<file path="config.mk">
export PLATFORM = sky130hd
export DESIGN_NAME = dbr_fetch_ctl
export DESIGN_NICKNAME = d
export VERILOG_FILES = /design/src/rtl/dbr_pkg.sv /design/src/rtl/dbr_decode.sv /design/src/rtl/dbr_target.sv /design/src/rtl/dbr_fetch_ctl.sv
export SDC_FILE = /design/constraint.sdc
export NUM_CORES = 1
export LEC_CHECK = 0
export ABC_AREA = 1
export BUFFER_PORTS_ARGS = -buffer_cell sky130_fd_sc_hd__buf_2
export CORE_MARGIN = 1
export CORE_UTILIZATION = 43
export DETAILED_ROUTE_END_ITERATION = 10
export SETUP_SLACK_MARGIN = 0.5
export SYNTH_ARGS = -nofsm -noshare
export SYNTH_HDL_FRONTEND = slang
export SYNTH_HIERARCHICAL = 1
export SYNTH_SLANG_ARGS = --single-unit
</file>
<file path="constraint.sdc">
create_clock -name clk -period 5.8 [get_ports clk]
set_input_delay 1.16 -clock clk [delete_from_list [all_inputs] [get_ports clk]]
set_output_delay 1.16 -clock clk [all_outputs]
set_load 0.005 [all_outputs]
</file>
<file path="src/rtl/dbr_pkg.sv">
package dbr_pkg;

    localparam int INSTR_W = 16;

    // Branch classes resolved in decode and carried to execute
    typedef enum logic [2:0] {
        K_NONE,
        K_REL_JMP,
        K_REL_CALL,
        K_PCR_JMP,
        K_PCR_CALL,
        K_ABS_JMP,
        K_ABS_CALL,
        K_RET
    } br_kind_e;

    typedef enum logic [1:0] {
        ST_RUN    = 2'd0,
        ST_SLOT   = 2'd1,
        ST_TARGET = 2'd2
    } fstate_e;

    localparam logic [3:0] OPC_REL_JMP  = 4'hA;
    localparam logic [3:0] OPC_REL_CALL = 4'hB;
    localparam logic [3:0] OPC_REG      = 4'h8;

    function automatic logic kind_is_call(br_kind_e k);
        return (k == K_REL_CALL) || (k == K_PCR_CALL) || (k == K_ABS_CALL);
    endfunction

endpackage

</file>
<file path="src/rtl/dbr_decode.sv">
module dbr_decode
    import dbr_pkg::*;
#(
    parameter int DISP_W = 12,
    parameter int RIDX_W = 4
) (
    input  logic [INSTR_W-1:0] word,
    output br_kind_e           kind,
    output logic [DISP_W-1:0]  disp,
    output logic [RIDX_W-1:0]  ridx
);

    localparam int OPC_W  = INSTR_W - DISP_W;
    localparam int SUB_W  = 4;
    localparam int FILL_W = DISP_W - RIDX_W - SUB_W;

    logic [OPC_W-1:0]  opc;
    logic [FILL_W-1:0] fill;
    logic [SUB_W-1:0]  sub;

    assign opc  = word[INSTR_W-1 -: OPC_W];
    assign disp = word[DISP_W-1:0];
    assign ridx = word[DISP_W-1 -: RIDX_W];
    assign fill = word[SUB_W +: FILL_W];
    assign sub  = word[SUB_W-1:0];

    always_comb begin
        kind = K_NONE;
        unique case (opc)
            OPC_REL_JMP:  kind = K_REL_JMP;
            OPC_REL_CALL: kind = K_REL_CALL;
            OPC_REG: begin
                if (fill == '0) begin
                    unique case (sub)
                        4'd0:    kind = K_PCR_JMP;
                        4'd1:    kind = K_PCR_CALL;
                        4'd2:    kind = K_ABS_JMP;
                        4'd3:    kind = K_ABS_CALL;
                        4'd4:    kind = K_RET;
                        default: kind = K_NONE;
                    endcase
                end
            end
            default: kind = K_NONE;
        endcase
    end

endmodule

</file>
<file path="src/rtl/dbr_target.sv">
module dbr_target
    import dbr_pkg::*;
#(
    parameter int ADDR_W = 32,
    parameter int DISP_W = 12
) (
    input  br_kind_e          kind,
    input  logic [ADDR_W-1:0] pc,
    input  logic [ADDR_W-1:0] reg_val,
    input  logic [DISP_W-1:0] disp,
    output logic [ADDR_W-1:0] target,
    output logic [ADDR_W-1:0] link
);

    localparam int               EXT_W    = ADDR_W - DISP_W - 1;
    localparam logic [ADDR_W-1:0] SEQ_OFF = ADDR_W'(4);
    localparam logic [ADDR_W-1:0] ALIGN   = ~ADDR_W'(1);

    logic [ADDR_W-1:0] seq_pc;
    logic [ADDR_W-1:0] offs;
    logic [ADDR_W-1:0] raw;

    assign seq_pc = pc + SEQ_OFF;
    // signed halfword displacement
    assign offs   = {{EXT_W{disp[DISP_W-1]}}, disp, 1'b0};

    always_comb begin
        unique case (kind)
            K_REL_JMP, K_REL_CALL:        raw = seq_pc + offs;
            K_PCR_JMP, K_PCR_CALL:        raw = seq_pc + reg_val;
            K_ABS_JMP, K_ABS_CALL, K_RET: raw = reg_val;
            default:                      raw = seq_pc;
        endcase
    end

    assign target = raw & ALIGN;
    assign link   = seq_pc;

endmodule

</file>
<file path="src/rtl/dbr_fetch_ctl.sv">
module dbr_fetch_ctl
    import dbr_pkg::*;
#(
    parameter int ADDR_W = 32,
    parameter int DISP_W = 12,
    parameter int RIDX_W = 4
) (
    input  logic               clk,
    input  logic               rst,
    input  logic [ADDR_W-1:0]  reset_vec,
    input  logic [INSTR_W-1:0] instr,
    input  logic [ADDR_W-1:0]  reg_val,
    output logic [ADDR_W-1:0]  fetch_addr,
    output logic               fetch_req,
    output logic               if_valid,
    output logic               id_valid,
    output logic               ex_valid,
    output logic               id_stall,
    output logic [RIDX_W-1:0]  reg_idx,
    output logic               redirect,
    output logic [ADDR_W-1:0]  redirect_addr,
    output logic               link_valid,
    output logic [ADDR_W-1:0]  link_addr,
    output logic               illegal_slot
);

    localparam logic [ADDR_W-1:0] HALF_STEP = ADDR_W'(2);

    fstate_e state_q, state_d;

    logic [ADDR_W-1:0]  pc_q;

    logic               id_valid_q;
    logic               id_slot_q;
    logic [INSTR_W-1:0] id_instr_q;
    logic [ADDR_W-1:0]  id_pc_q;

    logic               ex_valid_q;
    logic               ex_slot_q;
    br_kind_e           ex_kind_q;
    logic [DISP_W-1:0]  ex_disp_q;
    logic [RIDX_W-1:0]  ex_ridx_q;
    logic [ADDR_W-1:0]  ex_pc_q;

    br_kind_e           id_kind;
    logic [DISP_W-1:0]  id_disp;
    logic [RIDX_W-1:0]  id_ridx;
    logic               id_takes;
    logic [ADDR_W-1:0]  tgt;
    logic [ADDR_W-1:0]  lnk;

    dbr_decode #(
        .DISP_W (DISP_W),
        .RIDX_W (RIDX_W)
    ) u_dec (
        .word (id_instr_q),
        .kind (id_kind),
        .disp (id_disp),
        .ridx (id_ridx)
    );

    dbr_target #(
        .ADDR_W (ADDR_W),
        .DISP_W (DISP_W)
    ) u_tgt (
        .kind    (ex_kind_q),
        .pc      (ex_pc_q),
        .reg_val (reg_val),
        .disp    (ex_disp_q),
        .target  (tgt),
        .link    (lnk)
    );

    // a branch in decode that is not itself in a delay slot
    assign id_takes = id_valid_q && (id_kind != K_NONE) && !id_slot_q;

    always_comb begin
        state_d = ST_RUN;
        unique case (state_q)
            ST_RUN, ST_TARGET: state_d = id_takes ? ST_SLOT : ST_RUN;
            ST_SLOT:           state_d = ST_TARGET;
            default:           state_d = ST_RUN;
        endcase
    end

    always_ff @(posedge clk) begin
        if (rst) begin
            state_q <= ST_RUN;
        end else begin
            state_q <= state_d;
        end
    end

    // pipeline registers; ST_SLOT holds decode and injects a bubble into execute
    always_ff @(posedge clk) begin
        if (rst) begin
            pc_q       <= reset_vec;
            id_valid_q <= 1'b0;
            id_slot_q  <= 1'b0;
            ex_valid_q <= 1'b0;
            ex_slot_q  <= 1'b0;
        end else if (state_q == ST_SLOT) begin
            pc_q       <= tgt;
            ex_valid_q <= 1'b0;
            ex_slot_q  <= 1'b0;
        end else begin
            pc_q       <= pc_q + HALF_STEP;
            id_valid_q <= 1'b1;
            id_instr_q <= instr;
            id_pc_q    <= pc_q;
            id_slot_q  <= id_takes;
            ex_valid_q <= id_valid_q;
            ex_slot_q  <= id_slot_q;
            ex_kind_q  <= id_kind;
            ex_disp_q  <= id_disp;
            ex_ridx_q  <= id_ridx;
            ex_pc_q    <= id_pc_q;
        end
    end

    always_comb begin
        fetch_req  = 1'b0;
        id_stall   = 1'b0;
        redirect   = 1'b0;
        link_valid = 1'b0;
        if (!rst) begin
            unique case (state_q)
                ST_RUN, ST_TARGET: fetch_req = 1'b1;
                ST_SLOT: begin
                    id_stall   = 1'b1;
                    redirect   = 1'b1;
                    link_valid = kind_is_call(ex_kind_q);
                end
                default: fetch_req = 1'b0;
            endcase
        end
        illegal_slot  = !rst && ex_valid_q && ex_slot_q && (ex_kind_q != K_NONE);
        if_valid      = fetch_req;
        id_valid      = id_valid_q && !rst;
        ex_valid      = ex_valid_q && !rst;
        fetch_addr    = pc_q;
        reg_idx       = ex_ridx_q;
        redirect_addr = tgt;
        link_addr     = lnk;
    end

endmodule

</file>
======== Yosys cells after proc, flatten, opt, wreduce, memory -nomap -nowiden ========
Cells that the tools add are included.
Widths: inputs -> output; s select.
operators by class
  reductions and logical operators ........ 21
  bitwise gates (word level) .............. 2
  muxes and demuxes ....................... 14
  add/sub/neg operators ................... 4
  eq/ne operators ......................... 16
operator list
  kind                   count
  $pmux 32 s3            1
  $add 32x32->32         2
  $mux 32                2
  $add 32x2->32 const B  1
  $add 32x3->32 const B  1
  $pmux 3 s5             1
  $eq 3x3->1 const B     4
  $eq 4x4->1 const B     3
  $pmux 3 s3             1
  $eq 4x2->1 const B     2
  $logic_not 4->1        2
  $reduce_or 2->1        4
  $mux 1                 7
  $eq 3x2->1 const B     2
  $logic_and 1x1->1      6
  $reduce_bool 3->1      2
  $eq 4x1->1 const B     1
  $eq 4x3->1 const B     1
  $pmux 2 s2             1
  $eq 3x1->1 const B     1
  $mux 3                 1
  $reduce_or 3->1        1
  $eq 2x1->1 const B     1
  $eq 2x2->1 const B     1
  5 further kinds        8
word-level totals
  register bits ........................... 137
  input port bits ......................... 82

======== Logic depth before layout (Yosys ltp) ========
Gate-level depths: netlist of the first run.
  depth in word-level cells ............... 9
  gate-level depth with buffers ........... 25
  gate-level depth less buffers ........... 25

======== Hierarchy ========
Netlist of the first run, hierarchy kept.
by module, submodules not included
  module         seq. area each (um^2)  cells each  times used  area an instance (um^2)
  dbr_target     0.0                    1,110       1           5,664.2
  dbr_fetch_ctl  3,743.6                466         1           5,317.6
  dbr_decode     0.0                    54          1           277.8

======== Least setup slack after synthesis of the first run ========
Ideal clock, no wire load.
  path kind ............................... in2reg
  from .................................... input rst
  to ...................................... register ex_disp_q[0] (enable)
  arrival time ............................ 4,246 ps
  setup time .............................. 502 ps
  stages on the path ...................... 2
  buffers on the path ..................... 1
  path slack .............................. 1,052 ps
  cells stage by stage .................... nor2_2 clkbuf_1
between the ends
  longest elaborated chain between the ends .. 2
ends and longest elaborated chain
  item                               RTL line              text
  start: declaration                 dbr_fetch_ctl.sv:9    input logic rst,
  $not 1->1 (no source line)         --
  $reduce_and 2->1 (no source line)  --
  end signal: assignment             dbr_fetch_ctl.sv:115  ex_disp_q <= id_disp;
  end: declaration                   dbr_fetch_ctl.sv:41   logic [DISP_W-1:0] ex_disp_q;
Every way passes these cells.
A chain may end at the register's enable or synchronous reset.

======== Final worst setup path of the first run ========
  from .................................... register ex_pc_q[2]
  to ...................................... output redirect_addr[20]
between the ends
  longest elaborated chain between the ends .. 3
  elaborated cells on any way between the ends .. 4
ends and longest elaborated chain
  item                                      RTL line                            text
  start: declaration                        dbr_fetch_ctl.sv:43                 logic [ADDR_W-1:0] ex_pc_q;
  start signal: assignment                  dbr_fetch_ctl.sv:117                ex_pc_q <= id_pc_q;
  $add 32x3->32 *                           dbr_target.sv:23                    assign seq_pc = pc + SEQ_OFF;
  $add 32x32->32, on equally long branches  dbr_target.sv:30, dbr_target.sv:29
  $pmux 32 s3 *                             dbr_target.sv:28                    unique case (kind)
  end: declaration                          dbr_fetch_ctl.sv:21                 output logic [ADDR_W-1:0] redirect_addr,
Mark *: on every way between the ends. The rest lies on a longest branch, timed or not.

==> results of run 1 <==
## flip-flops by register name, indices dropped and copies added, names as in the netlist
signal	count
ex_disp_q	12
ex_kind_q	3
ex_pc_q	32
ex_slot_q	1
ex_valid_q	1
fetch_addr	32
id_instr_q	16
id_pc_q	32
id_slot_q	1
id_valid_q	1
reg_idx	4
state_q	2
## where the power goes
part           switching [mW]  total (mW)  leakage (nW)  internal [mW]
clock                   0.445        1.06         0.268          0.611
combinational           0.679        1.03          4.73          0.356
sequential             0.0856        1.23          1.30           1.14
## cell usage after synthesis, types with 9 or more instances
library cell,n
sky130_fd_sc_hd__nand2_1,549
sky130_fd_sc_hd__inv_1,179
sky130_fd_sc_hd__nor2_1,170
sky130_fd_sc_hd__nand3_1,123
sky130_fd_sc_hd__edfxtp_1,100
sky130_fd_sc_hd__ha_1,68
sky130_fd_sc_hd__a21oi_1,65
sky130_fd_sc_hd__o21ai_0,47
sky130_fd_sc_hd__dfxtp_1,37
sky130_fd_sc_hd__nand4_1,36
sky130_fd_sc_hd__a22oi_1,27
sky130_fd_sc_hd__xor2_1,26
sky130_fd_sc_hd__buf_4,22
sky130_fd_sc_hd__or2_2,18
sky130_fd_sc_hd__nor3_1,15
sky130_fd_sc_hd__a21boi_0,11
sky130_fd_sc_hd__nand2_2,11
sky130_fd_sc_hd__nand3b_1,11
sky130_fd_sc_hd__nor2_4,11
sky130_fd_sc_hd__buf_2,10
sky130_fd_sc_hd__clkbuf_1,10
sky130_fd_sc_hd__nor2_2,10
sky130_fd_sc_hd__o21bai_1,10
sky130_fd_sc_hd__a21o_1,9
sky130_fd_sc_hd__xnor2_1,9
## metrics by stage
stage	utilization	std cells	hold slack [ns]	cell area, um2
2_1_floorplan	-	1630	0.400	11300
3_3_place_gp	0.490	2114	0.400	12500
3_5_place_dp	0.490	2114	0.405	12500
4_1_cts	0.515	2148	0.419	13100
5_1_grt	0.520	2158	0.423	13200
6_report	0.520	2158	0.415	13200
## how the worst max path moves through the flow
stage | end | cells after the start
floorplan | ex_disp_q[0] | 2
global placement | redirect_addr[28] | 17
detailed placement | redirect_addr[28] | 17
CTS | redirect_addr[28] | 20
global route | redirect_addr[20] | 16
finish | redirect_addr[20] | 15
## routing by layer
layer | share of wire | up-vias | track usage
li1 | - | 5721 | -
met1 | 0.44 | 5218 | 0.410
met2 | 0.45 | 467 | 0.500
met3 | 0.072 | 70 | 0.0465
met4 | 0.038 | 0 | 0.128
met5 | 0 | - | 0
## worst max-delay path: stages, from the launching register on
cell and delay (ns):
sky130_fd_sc_hd__edfxtp_1 0.43, sky130_fd_sc_hd__buf_4 0.14, sky130_fd_sc_hd__nand3_2 0.12, sky130_fd_sc_hd__nor2_1 0.19, sky130_fd_sc_hd__nand2_1 0.09, sky130_fd_sc_hd__xnor2_1 0.50, sky130_fd_sc_hd__ha_1 0.40, sky130_fd_sc_hd__a21oi_1 0.23
sky130_fd_sc_hd__o21ai_0 0.19, sky130_fd_sc_hd__inv_1 0.09, sky130_fd_sc_hd__nand3_1 0.22, sky130_fd_sc_hd__nand2_1 0.13, sky130_fd_sc_hd__nand2_1 0.06, sky130_fd_sc_hd__o21ai_0 0.19, sky130_fd_sc_hd__nand4_1 0.37, sky130_fd_sc_hd__buf_2 0.26
## logic make-up (layout without fill, tap and decap cells)
family                     after synthesis  after routing
AOI/OAI and AO/OA                      180            180
xor gates and xnor gates                37             37
adders and majority gates               70             70
buffers and inverters                  228            426
DFF                                    137            137
other                                    1              1
and+or+nand+nor                        977            977
## final cells by class
type	instances	area, um2	share of cell area
clock inverters	14	138	0.0104
flip-flops and latches	137	3740	0.284
multi-input cells	1265	6660	0.505
well taps	330	413	0.0313
repair buffers	209	1110	0.0842
inverters	185	694	0.0526
clock buffers	18	439	0.0333
## timing repair
| item | 4_1_cts | 5_1_grt |
|---|---|---|
| hold buffers | 0 | 0 |
| buffers inserted | 2 | 10 |
| gates resized for setup | 3 | 12 |
| endpoints found under the setup margin | 10 | 13 |
| pin swaps | 1 | 8 |
==> run metrics, run 1 <==
result of the run completed; sequential element share of the synthesized area 0.332; multiplexer share of the synthesized area 0; critical path data arrival time about 4 ns; Distinct cells, synth 48; aggregate global routing overflow 0; post-DP HPWL roughly 33000 um; final number of hold-violating endpoints 0; depth of the worst register-to-register path 17; Core ar. ~25000 um2; crit path launch type flop; worst-case vdd ir drop 0.000214 V; DRT iter0 DRCs 1084; # diodes 0; Max Clock Skew around 0.012 ns; mapped cell area 11300 um2; required arrival time at the worst endpoint 4.64 ns; max frequency between 150 and 200 MHz; summed negative setup slack over all endpoints 0 ns; number of max-slew violations in the final report 0; shortest clock period the worst path allows after layout roughly 5.2 ns; sink count of the clock tree 137; slack of the worst reg-to-reg path roughly 1.7 ns; final layout net count 1967; setup slack at placement roughly 0.66 ns; average wire length per cell after detail routing ~19 um; yosys synthesis warning count 6; max cap viols 0; simple-gate area share of the yosys netlist 0.378; number of endpoints failing setup at the final stage 0; largest cells by area after synthesis sky130_fd_sc_hd__edfxtp_1, sky130_fd_sc_hd__nand2_1, sky130_fd_sc_hd__ha_1; top_reg_cell synth sky130_fd_sc_hd__edfxtp_1; top library cells by usage in the layout, fill and taps aside sky130_fd_sc_hd__nand2_1, sky130_fd_sc_hd__buf_2, sky130_fd_sc_hd__inv_1; share of the synthesized area in the top cell type 0.267; gp weighted congestion between 0.9 and 1; overall die width 164 um; leakage power summed over all cells approximately 6.3 nW; Final WS setup ~0.60 ns; worst hold path stage count 0; most common cell after layout, fill and taps aside sky130_fd_sc_hd__nand2_1; critical path class reg -> out; fraction of layout instances using a drive strength above 1 0.177; syn_area_per_cell between 6 and 7 um2; nets in the synthesized netlist 1782; clock edge transition at the registers on the reported setup and hold paths 0.06 ns; number of storage elements in the synthesis netlist 137; number of iterations in the first detailed-routing pass 6; complex-gate fraction of the synthesized area 0.0956; clock tree from TritonCTS done; Power, Total around 3.3 mW; via count about 11000; worst min path class reg -> reg; pwr dens approximately 250 nW/um2; total die area around 27000 um2; largest family of logic cells by synthesized area simple AND/OR/NAND/NOR gates; die extent in y 164 um; proportion of synthesized flip-flops having asynchronous set or reset 0; Adder-Cell Fraction of Synth Area 0.0791; clock buffers created by TritonCTS 17; Slew HR 0.353; synthesized netlist cell count 1630; maximum number of pins on one net before global-route repair between 100 and 150; mean number of vias per cell around 5.3; Max Root-Sink Buffers 2; number of global-route vias before repair 10545; routed wire length around 40000 um; std cell rows 58; first-pass GRT wire length 60800 um; unrepaired setup endpoints after global routing yes; cell type with the highest aggregate area in the netlist sky130_fd_sc_hd__edfxtp_1; xor-xnor portion of the synthesized cell area 0.0301; H-tree levels 4; Hold Path End ex_pc_q[3]; initial core utilization 0.443; layout-stage area growth over the synthesis result 17.2%; number of flops mapped to enable cells by yosys 100; Least-Margin Pin Slew about 0.97 ns; worst-skew pair later-pin latency ~0.43 ns; I/O pin total between 150 and 200; worst setup path start ex_pc_q[2]; Worst R2R Start ex_pc_q[2]; portion of the clock cycle consumed by the worst path in the final layout 0.897; peak fanout along the critical path 5; fill cell instance count of the final layout 2626; cell at the root of the clock tree sky130_fd_sc_hd__clkbuf_16; initial antenna violation count 1; Antenna Nets Post-Route 0; total routing usage reported by global routing 0.309; count of input and output buffers 188; startpoint of the tightest hold check path id_pc_q[3]; DRC errors left 0; Reg2Reg Capture Point fetch_addr[26]; crit end category output port
Note: power is estimated with default switching activity, not from simulation.
==> run 2, diff against run 1 <==
--- a/config.mk
+++ b/config.mk
@@ -10,7 +10,9 @@
 export CORE_MARGIN = 1
 export CORE_UTILIZATION = 43
 export DETAILED_ROUTE_END_ITERATION = 10
+export MAX_ROUTING_LAYER = met4
 export SETUP_SLACK_MARGIN = 0.5
+export SLEW_MARGIN = 20
 export SYNTH_ARGS = -nofsm -noshare
 export SYNTH_HDL_FRONTEND = slang
 export SYNTH_HIERARCHICAL = 1
==> run 2 against run 1 <==
Net effect: clock power fell by 4%; global-route usage increased by 1.3 points; final area hardly changed; wire length up 0.88%; largest cell class unchanged; core utilization hardly changed; highest routed layer unchanged; combinational power is essentially flat; first-iteration DRC count shrank 12%; non-clock buffer count increased by 1; clock skew is essentially flat; sequential cell count did not move.
==> run metrics, run 2 (synthesis results as in run 1) <==
result of the run completed (unchanged); overall die width 164 um (unchanged); portion of the clock cycle consumed by the worst path in the final layout 0.907 (was 0.897); crit path launch type flop (unchanged); required arrival time at the worst endpoint 4.64 ns (about the same); max cap viols 0 (unchanged); aggregate global routing overflow 0 (unchanged); # diodes 0 (unchanged); gp weighted congestion 1.05 (was 1.00); final number of hold-violating endpoints 0 (unchanged); Post-Layout Inst Area 13200 um2 (about the same); critical path data arrival time 4.10 ns (was 4.04 ns); initial antenna violation count 0 (was 1); Worst R2R Start ex_pc_q[2] (unchanged); unrepaired setup endpoints after global routing yes (unchanged); final layout net count 1968 (was 1967); summed negative setup slack over all endpoints 0 ns (unchanged); max frequency 190 MHz (was 192 MHz); sink count of the clock tree 137 (unchanged); post-detailed-placement cell area 12500 um2 (about the same); capture point of the worst path redirect_addr[21] (was redirect_addr[20]); crit end category output port (unchanged); I/O pin total 190 (unchanged); leakage power summed over all cells 6.31 nW (was 6.30 nW); Max Root-Sink Buffers 2 (unchanged); DRC errors left 0 (unchanged); most common cell after layout, fill and taps aside sky130_fd_sc_hd__nand2_1 (unchanged); master of the slowest instance on the critical path sky130_fd_sc_hd__edfxtp_1 (was sky130_fd_sc_hd__xnor2_1); Max Clock Skew 0.0112 ns (was 0.0116 ns); die extent in y 164 um (unchanged); total routing usage reported by global routing 0.322 (was 0.309); final cell count without fillers 2159 (was 2158); buffers plus inverters on the worst setup path 3 (unchanged); number of max-slew violations in the final report 0 (unchanged); count of input and output buffers 188 (unchanged); DRT iter0 DRCs 955 (was 1084); routed wire length 41300 um (was 41000 um); std cell rows 58 (unchanged); Crit path depth 18 (was 15); clock tree from TritonCTS done (unchanged); Core ar. 25400 um2 (unchanged); Slew HR 0.381 (was 0.353); depth of the worst register-to-register path 16 (was 17); clock edge transition at the registers on the reported setup and hold paths 0.07 ns (was 0.06 ns); fraction of layout instances using a drive strength above 1 0.177 (about the same); total die area 26800 um2 (unchanged); Antenna Nets Post-Route 0 (unchanged); Least-Margin Pin Slew 0.928 ns (was 0.971 ns); initial core utilization 0.443 (unchanged); layout-stage area growth over the synthesis result 17.1% (was 17.2%); critical path class reg -> out (unchanged); shortest clock period the worst path allows after layout 5.26 ns (was 5.20 ns); worst-case vdd ir drop 0.000158 V (was 0.000214 V); critical-path cell list nand2_1, nor2_1, nand2_1, nor2_1, nand2_1, xor2_1, inv_1, ha_1, nand2_1, nor2_1, inv_1, nor3_2, nand3_1, nand3_1, nand2_1, nand3_1, nand4_1, buf_2 (was buf_4, nand3_2, nor2_1, nand2_1, xnor2_1, ha_1, a21oi_1, o21ai_0, inv_1, nand3_1, nand2_1, nand2_1, o21ai_0, nand4_1, buf_2); cell family with most CP delay simple AND/OR/NAND/NOR gates (unchanged); mean number of vias per cell 5.35 (was 5.32); via count 11546 (was 11476); first-pass GRT wire length 62000 um (was 60800 um); worst-skew pair later-pin latency 0.42 ns (was 0.43 ns); Reg2Reg Capture Point fetch_addr[26] (unchanged); pwr dens 249 nW/um2 (was 252 nW/um2); CP peak stage delay 0.50 ns (about the same); average wire length per cell after detail routing 19.1 um (was 19.0 um); number of iterations in the first detailed-routing pass 8 (was 6); maximum number of pins on one net before global-route repair 124 (unchanged); H-tree levels 4 (unchanged); number of endpoints failing setup at the final stage 0 (unchanged); slack of the worst reg-to-reg path 1.78 ns (was 1.74 ns); worst min path class reg -> reg (unchanged); peak fanout along the critical path 5 (unchanged); number of global-route vias before repair 10816 (was 10545); most used cell, CP sky130_fd_sc_hd__nand2_1 (unchanged); cell at the root of the clock tree sky130_fd_sc_hd__clkbuf_16 (unchanged); worst setup path start ex_pc_q[19] (was ex_pc_q[2]); dpl cells 2115 (was 2114); Hold Buf Count CTS 0 (unchanged); clock buffers created by TritonCTS 17 (unchanged); post-DP HPWL 33800 um (was 33500 um); top library cells by usage in the layout, fill and taps aside sky130_fd_sc_hd__nand2_1, sky130_fd_sc_hd__buf_2, sky130_fd_sc_hd__inv_1 (unchanged)
run 2: cell type report:
type                       instances  area (um2)
clock buffer                      17         425
clock inverter                    15         135
fill                            2595       12200
inverter                         185         694
multi-input combinational       1265        6660
sequential                       137        3740
tap                              330         413
timing repair buffer             210        1120
run 2: layer usage:
layer | vias up | GRT usage | routed length, um | part of all wire
li1 | 5718 | - | - | -
met1 | 5281 | 0.414 | 18200 | 0.44
met2 | 476 | 0.508 | 18600 | 0.45
met3 | 71 | 0.0439 | 2750 | 0.067
met4 | 0 | 0.135 | 1700 | 0.041
met5 | - | - | 0 | 0
run 2: what timing repair did:
action / CTS / global route
setup endpoints to repair: 9 / 17
pin swaps: 3 / 4
setup buffers: 4 / 8
resized for setup: 3 / 12
run 2: report_power, final:
part           switching (mW)  internal [mW]  total [mW]
Sequential             0.0852           1.14        1.23
Combinational           0.680          0.360        1.04
Clock                   0.460          0.562        1.02
Total                    1.22           2.06        3.29
run 2: stage by stage:
stage / total power, mW / hold slack, ns / worst slack (ns) / utilization
after global routing: 3.46 / 0.417 / 0.421 / 0.519
after detailed placement: 2.24 / 0.405 / 0.629 / 0.491
final: 3.29 / 0.412 / 0.540 / 0.519
after CTS: 3.27 / 0.411 / 0.480 / 0.515
after floorplan: 1.84 / 0.400 / 1.05 / -
after global placement: 2.24 / 0.401 / 0.577 / 0.491
run 2: how the worst min path moves through the flow:
| stage | startpoint | to | slack (ns) | cells after the start |
|---|---|---|---|---|
| final | id_pc_q[19] | ex_pc_q[19] | 0.41 | 0 |
| after global routing | id_pc_q[21] | ex_pc_q[21] | 0.42 | 0 |
| after CTS | id_pc_q[19] | ex_pc_q[19] | 0.41 | 0 |
| after detailed placement | id_pc_q[19] | ex_pc_q[19] | 0.40 | 0 |
| after global placement | id_pc_q[20] | ex_pc_q[20] | 0.40 | 0 |
| after floorplan | id_pc_q[0] | ex_pc_q[0] | 0.40 | 0 |
